==> src/rtl/tcw_pkg.sv <==
package tcw_pkg;

    typedef enum logic [1:0] {
        WAVE_PLAIN = 2'b00,
        WAVE_PHASE = 2'b01,
        WAVE_ALT   = 2'b10,
        WAVE_FAST  = 2'b11
    } wave_e;

    typedef enum logic [1:0] {
        OC_OFF = 2'b00,
        OC_TGL = 2'b01,
        OC_CLR = 2'b10,
        OC_SET = 2'b11
    } oc_code_e;

    typedef enum logic [1:0] {
        ACT_HOLD,
        ACT_TOGGLE,
        ACT_CLEAR,
        ACT_SET
    } oc_act_e;

    // Per-cycle timing events shared by both channels
    typedef struct packed {
        logic pwm;
        logic phase;
        logic fast;
        logic up;
        logic turn;
        logic top_from_a;
    } cnt_evt_t;

    function automatic logic wave_is_phase(wave_e w);
        return w == WAVE_PHASE;
    endfunction

    function automatic logic wave_is_fast(wave_e w);
        return w == WAVE_FAST;
    endfunction

    function automatic logic apply_act(logic cur, oc_act_e a);
        logic r;
        case (a)
            ACT_TOGGLE: r = ~cur;
            ACT_CLEAR:  r = 1'b0;
            ACT_SET:    r = 1'b1;
            default:    r = cur;
        endcase
        return r;
    endfunction

    // Level a PWM channel starts its active phase with
    function automatic oc_act_e start_level(oc_code_e c);
        return (c == OC_CLR) ? ACT_SET : ACT_CLEAR;
    endfunction

endpackage

==> src/rtl/tcw_counter.sv <==
module tcw_counter
    import tcw_pkg::*;
#(
    parameter int W = 8
) (
    input  logic         clk,
    input  logic         rst,
    input  wave_e        wave,
    input  logic         top_sel,
    input  logic [W-1:0] ocr_a,
    output logic [W-1:0] cnt,
    output logic [W-1:0] top,
    output cnt_evt_t     evt
);
    localparam logic [W-1:0] MAXV = {W{1'b1}};
    localparam logic [W-1:0] ONE  = {{(W-1){1'b0}}, 1'b1};
    localparam logic [W-1:0] ZERO = '0;

    logic [W-1:0] cnt_q;
    logic         up_q;
    logic         phase;
    logic         fast;
    logic         turn;

    always_comb begin
        top   = top_sel ? ocr_a : MAXV;
        phase = wave_is_phase(wave);
        fast  = wave_is_fast(wave);
        turn  = phase ? (up_q && (cnt_q >= top)) : (cnt_q == top);
        evt.pwm        = phase | fast;
        evt.phase      = phase;
        evt.fast       = fast;
        evt.up         = up_q;
        evt.turn       = turn;
        evt.top_from_a = top_sel;
    end

    always_ff @(posedge clk) begin
        if (rst) begin
            cnt_q <= ZERO;
            up_q  <= 1'b1;
        end else if (phase) begin
            if (up_q) begin
                if (turn) begin
                    if (cnt_q != ZERO) begin
                        cnt_q <= cnt_q - ONE;
                        up_q  <= 1'b0;
                    end
                end else begin
                    cnt_q <= cnt_q + ONE;
                end
            end else if (cnt_q == ZERO) begin
                up_q  <= 1'b1;
                cnt_q <= (top == ZERO) ? ZERO : ONE;
            end else begin
                cnt_q <= cnt_q - ONE;
            end
        end else begin
            up_q  <= 1'b1;
            cnt_q <= turn ? ZERO : (cnt_q + ONE);
        end
    end

    assign cnt = cnt_q;

    // reset leaves count at bottom, counting up
    a_r1_reset_state: assert property (@(posedge clk)
        rst |=> (cnt_q == ZERO) && up_q);

    // single-slope and plain modes return to bottom after TOP
    a_r4_wrap_to_bottom: assert property (@(posedge clk) disable iff (rst)
        (!phase && cnt_q == top) |=> cnt_q == ZERO);

    // dual-slope climbs one step at a time below TOP
    a_r4_phase_climb: assert property (@(posedge clk) disable iff (rst)
        (phase && up_q && cnt_q < top) |=> cnt_q == $past(cnt_q) + ONE);

endmodule

==> src/rtl/tcw_cmp_buf.sv <==
module tcw_cmp_buf #(
    parameter int W = 8
) (
    input  logic         clk,
    input  logic         rst,
    input  logic         pwm,
    input  logic         load,
    input  logic [W-1:0] d,
    output logic [W-1:0] q
);
    logic [W-1:0] q_r;

    always_ff @(posedge clk) begin
        if (rst)
            q_r <= '0;
        else if (!pwm || load)
            q_r <= d;
    end

    assign q = q_r;

    // active compare value frozen inside a PWM period
    a_r9_hold_buffer: assert property (@(posedge clk) disable iff (rst)
        (pwm && !load) |=> $stable(q_r));

endmodule

==> src/rtl/tcw_channel.sv <==
module tcw_channel
    import tcw_pkg::*;
#(
    parameter int W    = 8,
    parameter bit IS_A = 1'b0
) (
    input  logic         clk,
    input  logic         rst,
    input  oc_code_e     code,
    input  cnt_evt_t     evt,
    input  logic [W-1:0] cnt,
    input  logic [W-1:0] top,
    input  logic [W-1:0] cmp,
    input  logic         oe,
    output logic         pin,
    output logic         ovr
);
    logic    lvl_q;
    logic    connected;
    logic    match;
    logic    at_ceiling;
    oc_act_e act;

    always_comb begin
        match      = (cnt == cmp);
        at_ceiling = IS_A && (cmp == top);
        if (!evt.pwm)
            connected = (code != OC_OFF);
        else
            connected = code[1] || (IS_A && code == OC_TGL && evt.top_from_a);
    end

    always_comb begin
        act = ACT_HOLD;
        if (!connected) begin
            act = ACT_HOLD;
        end else if (code == OC_TGL) begin
            act = match ? ACT_TOGGLE : ACT_HOLD;
        end else if (!evt.pwm) begin
            if (match)
                act = (code == OC_SET) ? ACT_SET : ACT_CLEAR;
        end else if (evt.fast) begin
            if (evt.turn)
                act = start_level(code);
            else if (match)
                act = (code == OC_CLR) ? ACT_CLEAR : ACT_SET;
        end else if (at_ceiling) begin
            if (evt.turn)
                act = start_level(code);
        end else if (match) begin
            act = (evt.up == (code == OC_CLR)) ? ACT_CLEAR : ACT_SET;
        end
    end

    always_ff @(posedge clk) begin
        if (rst)
            lvl_q <= 1'b0;
        else
            lvl_q <= apply_act(lvl_q, act);
    end

    assign ovr = connected;
    assign pin = (connected && oe) ? lvl_q : 1'b0;

    // a disconnected channel keeps its level
    a_r10_hold_when_off: assert property (@(posedge clk) disable iff (rst)
        !connected |=> $stable(lvl_q));

    // plain-mode set on match
    a_r3_set_on_match: assert property (@(posedge clk) disable iff (rst)
        (!evt.pwm && code == OC_SET && match) |=> lvl_q);

    // non-inverting single-slope goes high at bottom
    a_r5_high_at_bottom: assert property (@(posedge clk) disable iff (rst)
        (evt.fast && code == OC_CLR && evt.turn) |=> lvl_q);

    // non-inverting dual-slope goes low on an up-count match
    a_r6_up_clear: assert property (@(posedge clk) disable iff (rst)
        (evt.phase && code == OC_CLR && match && evt.up && !at_ceiling) |=> !lvl_q);

    generate
        if (IS_A) begin : g_ceiling_chk
            // compare at TOP with inverting code ends low
            a_r8_ceiling_low: assert property (@(posedge clk) disable iff (rst)
                (evt.pwm && code == OC_SET && at_ceiling && evt.turn) |=> !lvl_q);
        end
    endgenerate

endmodule

==> src/rtl/tcw_waveform_unit.sv <==
module tcw_waveform_unit
    import tcw_pkg::*;
#(
    parameter int W = 8
) (
    input  logic         clk,
    input  logic         rst,
    input  logic [1:0]   wave_sel,
    input  logic         top_from_a,
    input  logic [1:0]   code_a,
    input  logic [1:0]   code_b,
    input  logic [W-1:0] cmp_a,
    input  logic [W-1:0] cmp_b,
    input  logic         oe_a,
    input  logic         oe_b,
    output logic [W-1:0] count,
    output logic         pin_a,
    output logic         pin_b,
    output logic         ovr_a,
    output logic         ovr_b
);
    localparam int NCH = 2;

    wave_e        wave;
    cnt_evt_t     evt;
    logic [W-1:0] top;
    logic [W-1:0] cnt;
    logic [W-1:0] cmp_in  [NCH];
    logic [W-1:0] cmp_act [NCH];
    oc_code_e     codes   [NCH];
    logic         oes     [NCH];
    logic         pins    [NCH];
    logic         ovrs    [NCH];

    always_comb begin
        wave      = wave_e'(wave_sel);
        cmp_in[0] = cmp_a;
        cmp_in[1] = cmp_b;
        codes[0]  = oc_code_e'(code_a);
        codes[1]  = oc_code_e'(code_b);
        oes[0]    = oe_a;
        oes[1]    = oe_b;
    end

    tcw_counter #(.W(W)) u_counter (
        .clk     (clk),
        .rst     (rst),
        .wave    (wave),
        .top_sel (top_from_a),
        .ocr_a   (cmp_act[0]),
        .cnt     (cnt),
        .top     (top),
        .evt     (evt)
    );

    generate
        for (genvar ch = 0; ch < NCH; ch++) begin : g_ch
            tcw_cmp_buf #(.W(W)) u_buf (
                .clk  (clk),
                .rst  (rst),
                .pwm  (evt.pwm),
                .load (evt.turn),
                .d    (cmp_in[ch]),
                .q    (cmp_act[ch])
            );

            tcw_channel #(.W(W), .IS_A(ch == 0)) u_chan (
                .clk  (clk),
                .rst  (rst),
                .code (codes[ch]),
                .evt  (evt),
                .cnt  (cnt),
                .top  (top),
                .cmp  (cmp_act[ch]),
                .oe   (oes[ch]),
                .pin  (pins[ch]),
                .ovr  (ovrs[ch])
            );
        end
    endgenerate

    assign count = cnt;
    assign pin_a = pins[0];
    assign pin_b = pins[1];
    assign ovr_a = ovrs[0];
    assign ovr_b = ovrs[1];

    // a pin without its enable stays quiet
    a_r2_pin_quiet_a: assert property (@(posedge clk) disable iff (rst)
        !oe_a |-> !pin_a);
    a_r2_pin_quiet_b: assert property (@(posedge clk) disable iff (rst)
        !oe_b |-> !pin_b);

endmodule

==> config.mk <==
export PLATFORM = sky130hd
export DESIGN_NAME = tcw_waveform_unit
export DESIGN_NICKNAME = d
export VERILOG_FILES = /design/src/rtl/tcw_pkg.sv /design/src/rtl/tcw_counter.sv /design/src/rtl/tcw_cmp_buf.sv /design/src/rtl/tcw_channel.sv /design/src/rtl/tcw_waveform_unit.sv
export SDC_FILE = /design/constraint.sdc
export NUM_CORES = 1
export LEC_CHECK = 0
export ABC_AREA = 1
export CORE_MARGIN = 3
export CORE_UTILIZATION = 50
export CTS_CLUSTER_SIZE = 20
export DETAILED_ROUTE_END_ITERATION = 10
export HOLD_SLACK_MARGIN = 0.03
export PLACE_DENSITY = 0.77
export SLEW_MARGIN = 15
export SYNTH_ARGS = -nofsm -noshare
export SYNTH_HDL_FRONTEND = slang
export SYNTH_SLANG_ARGS = --single-unit
==> constraint.sdc <==
create_clock -name clk -period 2.7 [get_ports clk]
set_input_delay 0.54 -clock clk [delete_from_list [all_inputs] [get_ports clk]]
set_output_delay 0.54 -clock clk [all_outputs]
set_load 0.01 [all_outputs]
; Yosys cells after proc, flatten, opt, wreduce, memory -nomap -nowiden
; Cells that the tools add are included.
[classes]
add_sub_neg = 2
n_mul = 0
div = 0
n_lt_le_gt_ge = 1
n_eq_ne = 21
n_shift = 0
mux = 47
bitwise_logic = 4
n_reduce_logical = 15
[ops]
columns = operator, count
row1 = $mux 8, 7
row2 = $mux 2, 18
row3 = $eq 8x8->1, 4
row4 = $mux 1, 20
row5 = $eq 2x2->1 const B, 9
row6 = $logic_not 8->1, 2
row7 = $eq 2x1->1 const B, 5
row8 = $add 8x1->8 const B, 1
row9 = $ge 8x8->1, 1
row10 = $reduce_bool 8->1, 1
row11 = $sub 8x1->8 const B, 1
row12 = $pmux 1 s3, 2
row13 = $reduce_bool 3->1, 2
row14 = $logic_and 1x1->1, 4
row15 = $ne 4x4->1 const B, 1
row16 = $reduce_bool 2->1, 2
row17 = $not 1->1, 3
row18 = $eq 1x1->1, 2
row19 = $logic_or 1x1->1, 2
row20 = $reduce_or 2->1, 1
row21 = $logic_not 1->1, 1
row22 = $or 1x1->1, 1
[word_totals]
regBits = 27
latchBits = 0
mem_bits_rw = 0
rom_bits = 0
input_bits = 27
out_inout_bits = 12
elab_cells = 96
mem_count = 0

; Depth between registers and ports, before layout
[depth]
ltp_word = 12
ltp_mapped = 21
depth_no_buf = 21

; Cells and area by module
; Synthesis repeated with hierarchy kept, for this count alone.
[unflattened]
hier_cells = 415
area_unflattened_um2 = 2565.0
[modules_own_cells]
columns = mod, instances, cells_each, area_each_um2, seq_area_each_um2
row1 = tcw_counter, 1, 172, 1153.6, 180.2
row2 = tcw_cmp_buf, 2, 53, 354.1, 160.2
row3 = tcw_channel (g_ch[0].u_chan), 1, 85, 425.4, 20.0
row4 = tcw_channel (g_ch[1].u_chan), 1, 52, 277.8, 20.0

; Least setup slack after synthesis
; Ideal clock, no wire load.
[synth_timing]
path_kind = input to register
from = input port top_from_a
to = register u_counter.cnt_q[1], in the netlist u_counter.cnt[1]
setup_time_ps = 121
t_arrival_ps = 2136
required_ps = 2579
path_slack_ps = 443
path_stages = 17
path_buffers = 0
cell_sequence = clkinv_1 -> nor2_1 -> inv_1 -> ha_1 -> nand2_1 -> nor2_1 -> nand2_2 -> nand2_1 -> nor2_2 -> nand2_4 -> nand2_4 -> inv_4 -> nand3_2 -> nor2_4 -> inv_4 -> o21ai_1 -> a21oi_1
[synth_between]
elab_chain_len = 7
word_cells_on_any_way = 10
cone_classes = order compare: 1 / eq/ne: 2 / mux: 6 / reduce/logical: 1
[synth_rtl]
columns = element, line_no
row1 = "start, declared", tcw_waveform_unit.sv:9  ; input logic top_from_a,
row2 = $mux 8 *, tcw_counter.sv:26  ; top = top_sel ? ocr_a : MAXV;
row3 = $ge 8x8->1, tcw_counter.sv:29  ; turn = phase ? (up_q && (cnt_q >= top)) : (cnt_q == top);
row4 = $logic_and 1x1->1, tcw_counter.sv:29
row5 = $mux 1 *, tcw_counter.sv:29
row6 = $mux 8, tcw_counter.sv:44  ; if (turn) begin
row7 = $mux 8, tcw_counter.sv:43  ; if (up_q) begin
row8 = $mux 8, tcw_counter.sv:42  ; end else if (phase) begin
row9 = "end signal, assigned", tcw_counter.sv:46  ; cnt_q <= cnt_q - ONE;
row10 = "end signal, assigned", tcw_counter.sv:50  ; cnt_q <= cnt_q + ONE;
row11 = "end signal, assigned", tcw_counter.sv:54  ; cnt_q <= (top == ZERO) ? ZERO : ONE;
row12 = "end, declared", tcw_counter.sv:19  ; logic [W-1:0] cnt_q;
; Every way passes the cells marked *; elsewhere a longest branch is shown, timed or not.
; A chain may end at the register's enable or synchronous reset.

; Worst setup path in the final report
[layout_timing]
from = input port top_from_a
to = output port pin_a
[layout_between]
elab_chain_len = 5
[layout_rtl]
columns = element, line_no
row1 = $logic_and 1x1->1, tcw_channel.sv:30  ; connected = code[1] || (IS_A && code == OC_TGL && evt.top_from_a);
row2 = $logic_or 1x1->1, tcw_channel.sv:30
row3 = $mux 1, tcw_channel.sv:27  ; if (!evt.pwm)
row4 = $logic_and 1x1->1, tcw_channel.sv:63  ; assign pin = (connected && oe) ? lvl_q : 1'b0;
row5 = $mux 1, tcw_channel.sv:63
row6 = "end, declared", tcw_waveform_unit.sv:17  ; output logic pin_a,
; No other way between the ends.

==> metrics <==
status=completed; Placed Cells=slightly above 400; Comb pwr share=a little under a third; GRT Total Usage=between 20% and 30%; share of flip-flops with an asynchronous set or reset=0%; Residual DRC=0; synthesized area per cell=a little under 7 sq um; clock root buffer=clkbuf_8; initial antenna violation count=0; Worst Path Max Fanout=9; # rows=23; mapped cell area=around 2200 sq um; max-cap violations=0; core footprint=around 4100 sq um; post-placement cell area=around 2700 sq um; number of synthesized flops with an enable pin=0; DRT iter0 DRCs=between 100 and 150; final global-route overflow total=0; R2R Path Start=g_ch[0].u_buf.q[7]; post-synth cell types=between 40 and 50; wire per inst=12.7 um; clock transition at the registers of the reported paths=roughly 0.09 ns; Post-DRT Antenna Nets=0; Power Internal=approximately 670 uW; Worst setup SP type=primary input; Synth-to-Final Area Change=29.0%; die height=71.6 um; multi-input logic area=about 1400 sq um; IO Port Bufs=38; worst slew pin tran=0.617 ns; Worst Hold Endpoint=g_ch[1].u_buf.q[3]; Hold WC Path Type=reg2reg; Synth warnings=0; hold_sp=g_ch[1].u_buf.q[3]; sequential share of the synthesized area=25.1%; Detailed Routing Iterations Pass 1=4; Reg2Reg Setup Slack=about 0.59 ns; Pwr Density=roughly 360 nW/um^2; clock skew=0.00477 ns; top cell type's share of synthesized area=approximately 25%; Longest Clk Path Bufs=2; P_sw=317 uW; Filler cells=between 300 and 400; post-synth top area cell=dfxtp_1; post-route total power=992 uW; vias post-DR=2,120; vias in the first global route=approximately 1,900; Final setup viols=0; count leader, synth=nand2_1; GP Congestion=0.963; worst skew pair latency=around 0.28 ns; CTS buffer count=3; Critical Path End Type=output pin; Mapped Nets=350; Post-layout nets=408; Clk pwr share=roughly 24%; leakage power=0.00123 uW; post-layout min period=~2.6 ns; TritonCTS clock tree=yes; relative slew slack=58.8%; Synth Instances=312; Worst Setup SP=top_from_a; # H-tree levels=1; Synth Flop Type=dfxtp_1; final core occ=67.9%; top cells by area, synth=dfxtp_1 25%, nand2_1 10%, nor2_1 8.4%; Top Ports=39; final hold violations=0; VDD IR max=between 0.2 and 0.3 mV; Post-CTS Setup Inserts=0; die area=around 5000 sq um; Final Max Tran Viols=0; share of the cycle needed by the critical path after routing=95.6%; largest net degree at the start of global routing=22; Non-Filler Instances=419; worst path required time=roughly 2.2 ns; Switching Share=between 30% and 40%; fmax=slightly below 400 MHz; WHS Path Cells=2; critical path class=in2out; Commonest cells post-synth=59 x nand2_1, 48 x nor2_1, 27 x dfxtp_1, 25 x inv_1, 20 x o21ai_0; HPWL Detailed=4210 um; Worst R2R End=u_counter.cnt[4]; Seq cells post-synth=27; r2r worst-path depth=14; sequential share of power=between 40% and 50%; antenna cells=0; total negative slack=0 ns; RSZ-0062 raised after global routing=false; Initial Util=52.6%; Storage cell area=roughly 540 sq um; share of cells above drive strength 1=around 18%; clock sink total=27; drt via density=5.06; # hold bufs at CTS=0; post-layout instance area=2770 sq um; Worst Path Arrival=between 2 and 2.5 ns; Die X=71.6 um; first-pass GRT wire length=approximately 8500 um; WL final=5310 um
## kinds of logic after synthesis
logic type / Yosys count / synth area share [%]
buf+inv: 42 / 8.67
compound gates: 56 / 15.1
xor+xnor: 24 / 9.77
flops: 27 / 25.1
simple gates: 152 / 34.9
fa+ha+maj: 11 / 6.40
## how the worst max path moves through the flow
stage | endpoint | slack, ns | cells past startpoint
after CTS | pin_a | 0.06 | 7
after floorplan | u_counter.cnt[1] | 0.44 | 17
after global routing | ovr_b | 0.01 | 5
after detailed placement | u_counter.cnt[4] | -0.30 | 17
after global placement | u_counter.cnt[6] | -0.21 | 17
final | pin_a | 0.12 | 7
## flip-flops by register name (all words and copies together) (netlist names)
register and cells:
g_ch.u_buf.q 16, g_ch.u_chan.lvl_q 2, u_counter.cnt 8, u_counter.up_q 1
## power groups by stage
| stage | clock network (uW) | registers, uW | logic [uW] |
|---|---|---|---|
| 3_5_place_dp | 0 | 450 | 303 |
| 6_report | 241 | 442 | 309 |
| 4_1_cts | 243 | 441 | 305 |
| 5_1_grt | 263 | 445 | 342 |
| 2_1_floorplan | 0 | 451 | 188 |
| 3_3_place_gp | 0 | 449 | 297 |
## layout by cell type (no fill, tap or decap), drive strengths merged, types with 10 or more instances in the layout
cell type,synthesis,layout
buf,5,22
dfxtp,27,27
nand3,10,10
nor2,57,57
ha,11,11
xnor2,14,14
o21ai,25,25
nand4,10,10
inv,34,35
a21oi,16,16
clkdlybuf4s50,0,38
nand2,67,67
xor2,10,10
## per-stage QoR
stage | hold slack [ns] | setup WS [ns]
after floorplan | 0.444 | 0.443
after global placement | 0.466 | -0.212
after detailed placement | 0.482 | -0.297
after CTS | 0.496 | 0.0618
after global routing | 0.509 | 0.00983
final | 0.491 | 0.119
## routing by layer
| metal | routed length, um | track usage (%) | vias up |
|---|---|---|---|
| li1 | - | - | 1132 |
| met1 | 2640 | 28.8 | 929 |
| met2 | 2420 | 34.0 | 53 |
| met3 | 181 | 3.23 | 6 |
| met4 | 68 | 5.64 | 0 |
| met5 | 0 | 0 | - |
## layout make-up
class	instances	share of cell area (%)
inverter	35	5.28
tap	50	2.26
multi-input combinational	243	51.7
sequential	27	19.5
timing repair buffer	60	19.7
clock buffer	4	1.62
## what timing repair did
action                     4_1_cts  5_1_grt
pin swaps                        0        0
gates resized for setup          1        7
setup endpoints to repair        5       14
## worst max-delay path, cell delays in order
cell and delay [ns]:
clkdlybuf4s50_1 0.50, inv_4 0.08, buf_4 0.14, nand2_1 0.06
a21oi_1 0.09, nor2_1 0.09, clkdlybuf4s50_1 0.54
No activity file was read; power rests on OpenSTA's default activity.
